`src/rtl/sq_pkg.sv`:
```
package sq_pkg;
    typedef enum logic [1:0] {
        ST_PASS  = 2'd0,
        ST_COUNT = 2'd1,
        ST_MUTE  = 2'd2
    } sq_state_e;
endpackage

```
`src/rtl/sq_magnitude.sv`:
```
module sq_magnitude #(
    parameter int SAMPLE_W = 16,
    parameter int LEVEL_W  = 8
) (
    input  logic [SAMPLE_W-1:0] sample,
    input  logic [LEVEL_W-1:0]  level,
    output logic                quiet
);
    localparam logic [SAMPLE_W-1:0] MOST_NEG = {1'b1, {(SAMPLE_W-1){1'b0}}};
    localparam logic [SAMPLE_W-1:0] MOST_POS = {1'b0, {(SAMPLE_W-1){1'b1}}};

    logic [SAMPLE_W-1:0] mag;
    logic [SAMPLE_W-1:0] level_ext;

    always_comb begin
        if (sample == MOST_NEG) begin
            mag = MOST_POS;
        end else if (sample[SAMPLE_W-1]) begin
            mag = (~sample) + {{(SAMPLE_W-1){1'b0}}, 1'b1};
        end else begin
            mag = sample;
        end
    end

    assign level_ext = {{(SAMPLE_W-LEVEL_W){1'b0}}, level};
    assign quiet     = (mag < level_ext);
endmodule

```
`src/rtl/sq_hold_fsm.sv`:
```
module sq_hold_fsm
    import sq_pkg::*;
#(
    parameter int HOLD_COUNT = 200
) (
    input  logic      clk,
    input  logic      rst_n,
    input  logic      step,
    input  logic      enable,
    input  logic      quiet,
    output sq_state_e state_q,
    output sq_state_e state_d
);
    localparam int CNT_W = $clog2(HOLD_COUNT + 1);
    localparam logic [CNT_W-1:0] HOLD_C = CNT_W'(HOLD_COUNT);
    localparam logic [CNT_W-1:0] ONE_C  = CNT_W'(1);

    logic [CNT_W-1:0] cnt_q;
    logic [CNT_W-1:0] cnt_d;

    always_comb begin
        state_d = state_q;
        cnt_d   = cnt_q;
        if (step) begin
            if (!enable || !quiet) begin
                state_d = ST_PASS;
                cnt_d   = '0;
            end else begin
                unique case (state_q)
                    ST_PASS, ST_COUNT: begin
                        cnt_d   = cnt_q + ONE_C;
                        state_d = ((cnt_q + ONE_C) >= HOLD_C) ? ST_MUTE : ST_COUNT;
                    end
                    ST_MUTE: begin
                        cnt_d   = HOLD_C;
                        state_d = ST_MUTE;
                    end
                    default: begin
                        cnt_d   = '0;
                        state_d = ST_PASS;
                    end
                endcase
            end
        end
    end

    always_ff @(posedge clk or negedge rst_n) begin
        if (!rst_n) begin
            state_q <= ST_PASS;
            cnt_q   <= '0;
        end else begin
            state_q <= state_d;
            cnt_q   <= cnt_d;
        end
    end
endmodule

```
`src/rtl/squelch_gate.sv`:
```
module squelch_gate
    import sq_pkg::*;
#(
    parameter int SAMPLE_W   = 16,
    parameter int LEVEL_W    = 8,
    parameter int HOLD_COUNT = 200
) (
    input  logic                clk,
    input  logic                rst_n,
    input  logic                in_valid,
    input  logic [SAMPLE_W-1:0] in_sample,
    input  logic [LEVEL_W-1:0]  quiet_level,
    input  logic                gate_en,
    output logic                out_valid,
    output logic [SAMPLE_W-1:0] out_sample,
    output logic                squelch_on
);
    logic      is_quiet;
    sq_state_e state_q;
    sq_state_e state_d;

    sq_magnitude #(.SAMPLE_W(SAMPLE_W), .LEVEL_W(LEVEL_W)) u_mag (
        .sample (in_sample),
        .level  (quiet_level),
        .quiet  (is_quiet)
    );

    sq_hold_fsm #(.HOLD_COUNT(HOLD_COUNT)) u_fsm (
        .clk     (clk),
        .rst_n   (rst_n),
        .step    (in_valid),
        .enable  (gate_en),
        .quiet   (is_quiet),
        .state_q (state_q),
        .state_d (state_d)
    );

    always_ff @(posedge clk or negedge rst_n) begin
        if (!rst_n) begin
            out_valid  <= 1'b0;
            out_sample <= '0;
        end else begin
            out_valid <= in_valid;
            if (in_valid) begin
                out_sample <= (state_d == ST_MUTE) ? '0 : in_sample;
            end
        end
    end

    assign squelch_on = (state_q == ST_MUTE);
endmodule

```
`config.mk`:
```
export PLATFORM = sky130hd
export DESIGN_NAME = squelch_gate
export DESIGN_NICKNAME = d
export VERILOG_FILES = /design/src/rtl/sq_pkg.sv /design/src/rtl/sq_magnitude.sv /design/src/rtl/sq_hold_fsm.sv /design/src/rtl/squelch_gate.sv
export SDC_FILE = /design/constraint.sdc
export NUM_CORES = 1
export LEC_CHECK = 0
export BUFFER_PORTS_ARGS = -buffer_cell sky130_fd_sc_hd__buf_2
export CORE_MARGIN = 2
export CORE_UTILIZATION = 60
export CTS_BUF_LIST = sky130_fd_sc_hd__clkbuf_8
export CTS_CLUSTER_SIZE = 10
export DETAILED_ROUTE_END_ITERATION = 10
export MAX_ROUTING_LAYER = met4
export PLACE_DENSITY = 0.93
export REMOVE_ABC_BUFFERS = 1
export SYNTH_ARGS = -nofsm -noshare
export SYNTH_HDL_FRONTEND = slang
export SYNTH_SLANG_ARGS = --single-unit
```
`constraint.sdc`:
```
create_clock -name clk -period 4.7 [get_ports clk]
set_input_delay 0 -clock clk [delete_from_list [all_inputs] [get_ports clk]]
set_output_delay 0 -clock clk [all_outputs]
set_load 0.01 [all_outputs]
```
Word level (Yosys, flattened, before mapping)
Cells that the tools add are included.
{"block": "totals", "output_inout_bits": 18, "word_cells": 27, "in_bits": 28, "mem_count": 0, "register_bits": 27, "mem_bits_rw": 0, "latchBits": 0, "romBits": 0}
{"block": "classes", "shifts": 0, "n_mul": 0, "n_eq_ne": 4, "n_lt_le_gt_ge": 2, "muxes": 9, "add_sub_neg": 2, "n_bitwise": 1, "reduce_logical": 5, "div_mod_pow": 0}
{"op": "2-to-1 mux 16 bit", "n": 3}
{"op": "adder 16 x 1 -> 16 bit (second input constant)", "n": 1}
{"op": "equality test 16 bit (second input constant)", "n": 1}
{"op": "less-than comparator 16 x 8 -> 1 bit", "n": 1}
{"op": "inverter 16 bit", "n": 1}
{"op": "case mux 8 bit (2 select lines)", "n": 1}
{"op": "adder 8 x 1 -> 8 bit (second input constant)", "n": 1}
{"op": "greater-or-equal comparator 8 bit (second input constant)", "n": 1}
{"op": "2-to-1 mux 8 bit", "n": 1}
{"op": "2-to-1 mux 2 bit", "n": 3}
{"op": "equality test 2 bit (second input constant)", "n": 2}
{"op": "case mux 2 bit (2 select lines)", "n": 1}
{"op": "equality test 2 x 1 -> 1 bit (second input constant)", "n": 1}
{"op": "logical NOT 1 bit", "n": 2}
{"op": "logical NOT 2 bit", "n": 1}
{"op": "OR reduction 2 bit", "n": 1}
{"op": "logical OR 1 bit", "n": 1}

Depth between registers and ports, before layout
Gate-level depths: netlist (run 1).
{"block": "depth", "depth_word": 11, "mapped_depth": 16, "depth_no_buf": 13}

By module
Synthesis (run 1) repeated with hierarchy kept, for this count alone.
{"block": "hier_totals", "hier_cells": 226, "area_unflattened_um2": 1955.6}
{"module": "squelch_gate", "n_inst": 1, "seq_area_each_um2": 425.4, "area_per_inst_um2": 779.5, "cells_per_inst": 72}
{"module": "sq_hold_fsm", "n_inst": 1, "seq_area_each_um2": 250.2, "area_per_inst_um2": 599.3, "cells_per_inst": 65}
{"module": "sq_magnitude", "n_inst": 1, "seq_area_each_um2": 0.0, "area_per_inst_um2": 576.8, "cells_per_inst": 89}

Least setup slack after synthesis (run 1)
No wires, ideal clock.
{"block": "synth_path", "kind": "input -> register", "startpoint": "input in_sample[1]", "endpoint": "register out_sample[0]", "arrival_time_ns": 2.932, "path_buffers": 3, "stages": 16, "setup_slack_ns": 1.631, "path_cell_list": "inv_1 > ha_1 > nor2b_1 > nand4b_1 > or4_1 > clkbuf_1 > nand2_1 > ha_1 > a211o_1 > a21oi_1 > o311ai_0 > a2111oi_1 > and4_1 > buf_6 > buf_8 > a21oi_1"}
{"block": "synth_via", "elab_chain_cells": 11, "elab_cells_between_ends": 12, "cone_classes": "1 x add/sub; 1 x order compare; 2 x eq/ne; 5 x mux; 1 x bitwise; 2 x reduce/logical"}
{"item": "start: declaration", "line_no": "squelch_gate.sv:11", "source": "input logic [SAMPLE_W-1:0] in_sample,"}
{"item": "inverter 16 bit", "line_no": "sq_magnitude.sv:19", "source": "mag = (~sample) + {{(SAMPLE_W-1){1'b0}}, 1'b1};"}
{"item": "adder 16 x 1 -> 16 bit", "line_no": "sq_magnitude.sv:19"}
{"item": "2-to-1 mux 16 bit", "line_no": "sq_magnitude.sv:18", "source": "end else if (sample[SAMPLE_W-1]) begin"}
{"item": "2-to-1 mux 16 bit (*)", "line_no": "sq_magnitude.sv:16", "source": "if (sample == MOST_NEG) begin"}
{"item": "less-than comparator 16 x 8 -> 1 bit (*)", "line_no": "sq_magnitude.sv:26", "source": "assign quiet = (mag < level_ext);"}
{"item": "logical NOT 1 bit (*)", "line_no": "sq_hold_fsm.sv:25", "source": "if (!enable || !quiet) begin"}
{"item": "logical OR 1 bit (*)", "line_no": "sq_hold_fsm.sv:25"}
{"item": "2-to-1 mux 2 bit (*)", "line_no": "sq_hold_fsm.sv:25"}
{"item": "2-to-1 mux 2 bit (*)", "line_no": "sq_hold_fsm.sv:24", "source": "if (step) begin"}
{"item": "equality test 2 bit (*)", "line_no": "squelch_gate.sv:45", "source": "out_sample <= (state_d == ST_MUTE) ? '0 : in_sample;"}
{"item": "2-to-1 mux 16 bit (*)", "line_no": "squelch_gate.sv:45"}
{"item": "end signal: assignment", "line_no": "squelch_gate.sv:45"}
{"item": "end: declaration", "line_no": "squelch_gate.sv:15", "source": "output logic [SAMPLE_W-1:0] out_sample,"}
Every way passes the cells marked *; elsewhere a longest branch is shown, timed or not.
A chain may end at the register's enable or synchronous reset.

Worst setup path in the final report (run 1)
{"block": "layout_path", "startpoint": "input in_sample[1]", "endpoint": "register out_sample[8]"}
The elaborated chain is that of the path after synthesis.

==> reports/results.tsv, run 1 <==
metric	value	unit
synth_xor_area_frac	0.04332	
synth_top_area_share	0.3342	
arrival	3810	ps
min_path_type	primary input to register	
synth_edf_count	0	
hold_start	in_sample[6]	
core_area	3284	sq um
crit_path_start	in_sample[1]	
grt_util_all_layers	0.2790	
synthFlopType	dfrtp_1	
ir_worst_vdd	265.1	uV
setup_viol	0	
period_needed	3698	ps
die_w	62.05	um
cts.sinks	27	
worstPathCellList	buf_2 -> inv_1 -> ha_1 -> nor2b_1 -> nand4b_1 -> or4_1 -> nand2_1 -> ha_1 -> a211o_1 -> a21oi_1 -> o311ai_0 -> a2111oi_1 -> and4_1 -> a21oi_1	
diodes	0	
whs_endpoint	out_sample[6]	
max_cap_viol_count	0	
cts_tree	done	
fin_hold_ws	78.30	ps
ys_types	52	
antenna_found_initial	0	
rsz0062_at_grt	false	
synth_area_leaders	dfrtp_1, mux2i_1, ha_1, a21oi_1, nand2_1	
critPathKind	primary input to register	
fin_nets	307	
cp_max_fo	17	
grt_pass1_wl	7.776	mm
drc	0	
num_rows	21	
relSlewSlack	0.2664	
crit_required	4810	ps
cts_root_buffer	clkbuf_8	
ios	46	
final_max_slew_viol_count	0	
power_leakage	1.058	nW
cpPeakStageDelay	660	ps
yosysWarnings	0	
dr.pass1.iters	4	
grt_overflow_total	0	
clk_path_buf_depth	2	
synth_fa_ha_area_frac	0.06188	
synth_compound_area_frac	0.1943	
vias	1913	
ys_seq_area_frac	0.3342	
multi_input_area	1210	sq um
synth_top_area_cell	dfrtp_1	
status	finished, final reports clean	
synth_top_family_by_area	simple AND/OR/NAND/NOR gates	
setup_tns	0	ps
wire_per_inst	15.45	um
synth-async-reset-ratio	1.000	
grt_pass1_vias	1712	
max_freq	270.4	MHz
clock_latency	280	ps
clock_skew	3.052	ps
yosysMostFrequentCell	dfrtp_1	
port_buffers	45	
hold_violations	0	
tightestPinTransition	1094	ps
reg2reg_depth	6	
r2r-start	u_fsm.cnt_q[0]	
cts_htree_levels	1	
die_height	62.05	um
wl	4.852	mm
drive_above_1_share	0.2127	
synth_area	2022	sq um
cts.clk_slew.worst_paths	90	ps
synthTopCellsByCount	dfrtp_1, nand2_1, a21oi_1	
muxShareOfSynthArea	0.08478	
dp_hpwl	3.659	mm
start_kind	primary input	
finalCritPeriodShare	0.7868	
start_util	0.6156	
hold_depth	3	
area_growth	13.12	%
yosys.area_share.simple	0.2141	
post_cts_buffers	0	
synthCells	231	
synth_area_per_cell	8.753	sq um
synth_seq_cells	27	
grt_max_degree	28	
cpMaxStageDelayCell	or4_1	
r2r_end	out_sample[8]	
final_antenna_net_count	0	
power_density	229.4	nW/um^2
r2r_setup_slack	2280	ps
routabilityCongestion	0.8785	
via_per_inst	6.092	
dr.first_iter.drc_count	105	
endpoint_kind	register	
die_area	3850	sq um
numCtsBuffers	3	
n_fill_cell	270	
register_area	675.6	sq um
critical path, delay by kind of cell:
family / cells / cell delay (ps)
adder cells (fa/ha/maj): 2 / 490
buffers and inverters: 2 / 200
AO/OA/AOI/OAI: 5 / 1310
AND/OR/NAND/NOR: 5 / 1780
through the flow:
stage	worst slack [ps]	instance area (sq um)	util	power, mW	std cells
4_1_cts	1005	2287	0.6964	0.5255	314
3_3_place_gp	1014	2228	0.6785	0.3850	309
3_5_place_dp	722.0	2228	0.6785	0.3910	309
5_1_grt	686.7	2287	0.6964	0.5514	314
6_report	1002	2287	0.6964	0.5247	314
2_1_floorplan	1557	1946	-	0.3297	218
cells in the final DEF (no fill, tap or decap), types with 3 or more instances in the layout:
cell / instances
a21oi_1: 22
a31oi_1: 3
a41oi_1: 3
buf_2: 45
clkbuf_8: 3
dfrtp_1: 27
ha_1: 10
inv_1: 16
mux2i_1: 16
nand2_1: 23
nand2b_1: 4
nand3_1: 9
nand4_1: 8
nor2_1: 16
nor3_1: 5
o211ai_1: 4
o2bb2ai_1: 3
xnor2_1: 7
xor2_1: 3
power by group:
group / total, mW / internal, mW / switching [mW]
Sequential: 0.254 / 0.246 / 0.00771
Combinational: 0.133 / 0.0544 / 0.0789
Clock: 0.137 / 0.0604 / 0.0767
Total: 0.525 / 0.361 / 0.163
cell families after synthesis:
group | Yosys count
xor+xnor | 10
compound gates | 56
simple gates | 82
mux | 17
fa+ha+maj | 10
flops | 27
buf+inv | 29
state kept, by name, indices dropped and copies added, names as in the netlist:
signal / flops
u_fsm.state_q: 2
u_fsm.cnt_q: 8
out_sample: 16
out_valid: 1
cell type report:
type	instances	share of cell area
Multi-Input combinational cell	175	0.5290
Sequential cell	27	0.2954
Timing Repair Buffer	46	0.1028
Inverter	16	0.02626
Tap cell	46	0.02516
Clock buffer	3	0.01805
Clock inverter	1	0.003282
layer usage:
metal,part of all wire,GRT usage,up-vias
met5,0,-,-
met4,0.0095,0.07295,0
met3,0.080,0.04555,6
met2,0.49,0.4449,102
met1,0.42,0.3697,891
li1,-,-,914
how the worst max path moves through the flow:
stage	to	slack (ps)
after global routing	out_sample[14]	690
after detailed placement	out_sample[8]	720
final	out_sample[8]	1000
after CTS	out_sample[8]	1010
after global placement	out_sample[14]	1010
after floorplan	out_sample[0]	1560
what timing repair did:
item	CTS	global route
endpoints found under the setup margin	0	0
resized for setup	0	0
hold buffers	1	0
hold endpoints to repair	27	0
Power figures use the tool's default switching activity.
==> run 2: changes to the inputs <==
- CORE_UTILIZATION: 60 -> 51
- PLACE_DENSITY: 0.93 -> 0.85
- clock period: 4.7 -> 3 ns (I/O delays scaled with it)
==> run 2 against run 1 <==
Compared with the run above:
- global-route usage grew 0.58 points
- cell area rose by 9.0%
- register-to-register slack worse by 1800 ps
- core utilization decreased by 3.0 points
- critical path depth rose by 1
- first-iteration DRC count is 12% higher
- count of clock-buffer cells in the layout unchanged
- largest cell class unchanged
==> reports/results.tsv, run 2 (same netlist as run 1, synthesis figures left out) <==
metric	value	unit
dr.pass1.iters	4	
cts.clk_slew.worst_paths	90	ps
grt_max_degree	28	
setup_viol	0	
numCtsBuffers	3	
wire_per_inst	16.13	um
pwr-share-seq	0.472	
clk_path_buf_depth	2	
arrival	2920	ps
p_sw_frac	0.3076	
regMostFlops	out_sample	
antenna_found_initial	0	
max_freq	355.3	MHz
grt_pass1_wl	9.301	mm
combPwrFrac	0.283	
hold_violations	0	
die_height	66.97	um
switchingPower	259.5	uW
die_w	66.97	um
n_fill_cell	306	
start_kind	primary input	
period_needed	2815	ps
crit_required	3110	ps
finalCritPeriodShare	0.9383	
status	finished, final reports clean	
reg.largest.list	out_sample x16, u_fsm.cnt_q x8, u_fsm.state_q x2	
endpoint_kind	register	
via_per_inst	5.912	
largest_reg_flops	16	
final_cell_mix	buf_2, dfrtp_1, buf_4	
cts.sinks	27	
vias	2022	
cts_root_buffer	clkbuf_8	
final_area	2494	sq um
cts_htree_levels	1	
cp_max_fo	7	
ios	46	
routabilityCongestion	0.9518	
grt_overflow_total	0	
max_cap_viol_count	0	
clock_latency	280	ps
min_path_type	primary input to register	
die_area	4484	sq um
cpPeakStageDelay	550	ps
layout_commonest_cell	buf_2	
grt_pass1_vias	1982	
path_delay_family	simple AND/OR/NAND/NOR gates	
clock_skew	8.388	ps
worstPathCellList	buf_2 -> inv_1 -> ha_1 -> nor2b_1 -> nand4b_1 -> or4_4 -> nand2_1 -> ha_1 -> a211o_1 -> a21oi_1 -> o311ai_1 -> a2111oi_2 -> and4_1 -> buf_4 -> a21oi_1	
grt_util_all_layers	0.2847	
drive_above_1_share	0.2857	
final_max_slew_viol_count	0	
ir_worst_vdd	397.6	uV
drc	0	
fin_nets	333	
fin_hold_ws	135.2	ps
cpMaxStageDelayCell	or4_4	
dr.first_iter.drc_count	118	
critPathBufInv	3	
cts_tree	done	
core_area	3744	sq um
diodes	0	
port_buffers	45	
relSlewSlack	0.2187	
start_util	0.5401	
pwr-share-clk	0.245	
final_antenna_net_count	0	
tightestPinTransition	1166	ps
critPathKind	primary input to register	
power_leakage	1.194	nW
power_density	338.3	nW/um^2
dpl_cell_area	2426	sq um
area_growth	23.33	%
p_int	584.1	uW
num_rows	22	
dp_hpwl	4.231	mm
wl	5.515	mm
[run 2: changes by cell type in the layout (fill, tap and decap cells not counted)]
| cell | delta |
|---|---|
| buf_6 | +1 |
| a2111oi_2 | +1 |
| o311ai_0 | -1 |
| or4_4 | +1 |
| clkinvlp_4 | -1 |
| o311ai_1 | +1 |
| a2111oi_1 | -1 |
| buf_4 | +25 |
| or4_1 | -1 |
| inv_1 | +1 |
[run 2: path summary, 6_finish.rpt]
kind                                     start              to  slack (ps)  cells after the start
worst max-delay path              in_sample[1]  out_sample[11]         190                     15
worst min-delay path                  in_valid       out_valid         140                      2
worst max register to register  u_fsm.cnt_q[0]   out_sample[2]         520                      6
worst min register to register  u_fsm.cnt_q[7]  u_fsm.cnt_q[7]         520                      1
max in group asynchronous                rst_n  out_sample[11]        2310                      2
min in group asynchronous                rst_n  out_sample[15]         280                      2
[run 2: final cells by class]
cell class | instances | area, sq um | area share
clock buffers | 3 | 41.29 | 0.01656
clock inverters | 1 | 3.754 | 0.001505
inverters | 16 | 60.06 | 0.02408
multi-input cells | 175 | 1219 | 0.4887
flip-flops and latches | 27 | 675.6 | 0.2709
well taps | 48 | 60.06 | 0.02408
repair buffers | 72 | 434.2 | 0.1741
[run 2: metal layers]
metal  track usage  part of all wire
met5             -                 0
met1        0.3827              0.43
met4        0.1097             0.024
met3       0.02027             0.071
met2        0.4513              0.47
[run 2: metrics by stage]
step           TNS, ps  setup WS (ps)  std cells    util  power [mW]
6_report             0          185.2        342  0.6661      0.8436
5_1_grt         -11.94         -5.846        342  0.6661      0.8862
4_1_cts              0          22.55        342  0.6651      0.8473
3_5_place_dp     -7146         -392.0        337  0.6481      0.6387
3_3_place_gp     -3609         -209.7        337  0.6481      0.6297
2_1_floorplan    -2414         -143.5        218       -      0.5165
[run 2: what timing repair did]
action                     4_1_cts  5_1_grt
setup endpoints to repair       16       19
gates resized for setup          3        1
pin swaps                        2        3
setup buffers                    0        0
hold buffers                     1        0
hold endpoints to repair        27        0
[run 2: power by group through the flow]
stage | Clock, mW | Sequential (mW) | Combinational [mW]
after floorplan | 0 | 0.416 | 0.101
after global placement | 0 | 0.403 | 0.226
after detailed placement | 0 | 0.405 | 0.234
after CTS | 0.211 | 0.398 | 0.238
after global routing | 0.221 | 0.401 | 0.264
final | 0.207 | 0.398 | 0.239
==> run 3: changes to the inputs <==
- REMOVE_ABC_BUFFERS: 1 -> default
==> run 3 against run 2 <==
Compared with the run above:
- critical path depth rose by 1
- combinational power barely moved
- count of clock-buffer cells in the layout did not move
- critical endpoint is now u_fsm.state_q[0]
- largest cell class unchanged
- largest power group unchanged
==> reports/results.tsv, run 3 (same netlist as run 1, synthesis figures left out) <==
metric	value	unit
register_area	675.6	sq um
antenna_found_initial	0	
endpoint_kind	register	
via_per_inst	5.821	
n_fill_cell	305	
drc	0	
grt_util_all_layers	0.2411	
final_area	2505	sq um
vias	1979	
tightestPinTransition	1109	ps
arrival	2970	ps
grt_overflow_total	0	
final_max_slew_viol_count	0	
status	finished, final reports clean	
cts.sinks	27	
die_height	66.97	um
rsz0062_at_grt	false	
cp_max_fo	7	
grt_max_degree	28	
critPathKind	primary input to register	
cts.clk_slew.worst_paths	90	ps
power_density	336.6	nW/um^2
start_kind	primary input	
top_layer	met4	
min_path_type	primary input to register	
clk_path_buf_depth	2	
setup_viol	0	
grt_pass1_wl	8.107	mm
multi_input_area	1245	sq um
port_buffers	45	
route.met2.wl	2.271	mm
ios	46	
numCtsBuffers	3	
finalCritPeriodShare	0.9321	
reg.largest.list	out_sample x16, u_fsm.cnt_q x8, u_fsm.state_q x2	
dr.first_iter.drc_count	108	
final_cell_mix	buf_2, dfrtp_1, buf_4	
relSlewSlack	0.2564	
r2r_end	out_sample[11]	
synth_fp_nets	269	
cts_htree_levels	1	
clock_latency	270	ps
whs_endpoint	out_sample[14]	
hold_start	in_sample[14]	
die_area	4484	sq um
diodes	0	
r2r-start	u_fsm.cnt_q[0]	
hold_depth	3	
layout_commonest_cell	buf_2	
clock_skew	6.475	ps
power_leakage	1.178	nW
dp_hpwl	3.835	mm
reg2reg_depth	6	
dr.pass1.iters	4	
drive_above_1_share	0.2979	
start_util	0.5401	
max_freq	357.6	MHz
crit_required	3180	ps
hold_violations	0	
area_growth	23.89	%
max_cap_viol_count	0	
wl	4.868	mm
ir_worst_vdd	366.9	uV
wire_per_inst	14.32	um
period_needed	2796	ps
post_cts_buffers	0	
die_w	66.97	um
r2r_setup_slack	590	ps
dpl_cell_area	2442	sq um
cts_tree	done	
fin_nets	331	
final_antenna_net_count	0	
cts_root_buffer	clkbuf_8	
largest_reg_flops	16	
placed_cells	335	
routabilityCongestion	0.9125	
num_rows	22	
wl_met1	2.188	mm
met3_length	324	um
grt_pass1_vias	1836	
core_area	3744	sq um
instances_no_fill	340	
regMostFlops	out_sample	
## run 3: worst max path at each step
stage,startpoint,end,slack [ps]
after detailed placement,in_sample[1],out_sample[11],-250
after CTS,in_sample[1],out_sample[11],40
after floorplan,in_sample[1],out_sample[0],20
after global routing,in_sample[1],out_sample[12],10
after global placement,in_sample[1],out_sample[9],-130
final,in_sample[1],u_fsm.state_q[0],200
## run 3: layout make-up
| type | instances | share of cell area |
|---|---|---|
| Clock buffer | 3 | 0.01648 |
| Clock inverter | 1 | 0.002997 |
| Inverter | 16 | 0.02398 |
| Multi-Input combinational cell | 175 | 0.4970 |
| Sequential cell | 27 | 0.2697 |
| Tap cell | 48 | 0.02398 |
| Timing Repair Buffer | 70 | 0.1658 |
## run 3: metrics by stage
step	hold slack, ps	util	setup WS (ps)	power, mW	setup TNS [ps]
final	100.0	0.6691	203.7	0.8431	0
after floorplan	-295.6	-	15.90	0.5355	0
after global placement	27.88	0.6524	-127.4	0.6324	-1868
after global routing	137.2	0.6691	9.654	0.8959	0
after detailed placement	41.73	0.6524	-250.3	0.6411	-4423
after CTS	103.4	0.6681	39.91	0.8494	0
## run 3: what timing repair did
item | 4_1_cts | 5_1_grt
resized for setup | 0 | 1
endpoints found under the setup margin | 0 | 21
hold buffers | 1 | 0
hold endpoints to repair | 27 | 0
## run 3: critical path, stage by stage
cell      delay (ps)
buf_2            110
inv_1             90
ha_4             130
nor2b_2          140
nand4b_1         130
or4_4            580
nand2_1           90
ha_1             230
a211o_1          300
a21oi_2          120
o311ai_2         120
buf_4            160
a211oi_2         270
buf_4            190
nand3_1           70
o31ai_1          230
## run 3: metal layers
layer | global-route usage | vias up
met1 | 0.3231 | 917
li1 | - | 966
met3 | 0.02872 | 11
met5 | - | -
met4 | 0.06633 | 0
met2 | 0.3875 | 85
## run 3: power breakdown
group	total [mW]	internal (mW)	switching [mW]
Combinational	0.237	0.106	0.131
Clock	0.208	0.0942	0.113
Sequential	0.398	0.386	0.0119
Total	0.843	0.587	0.256
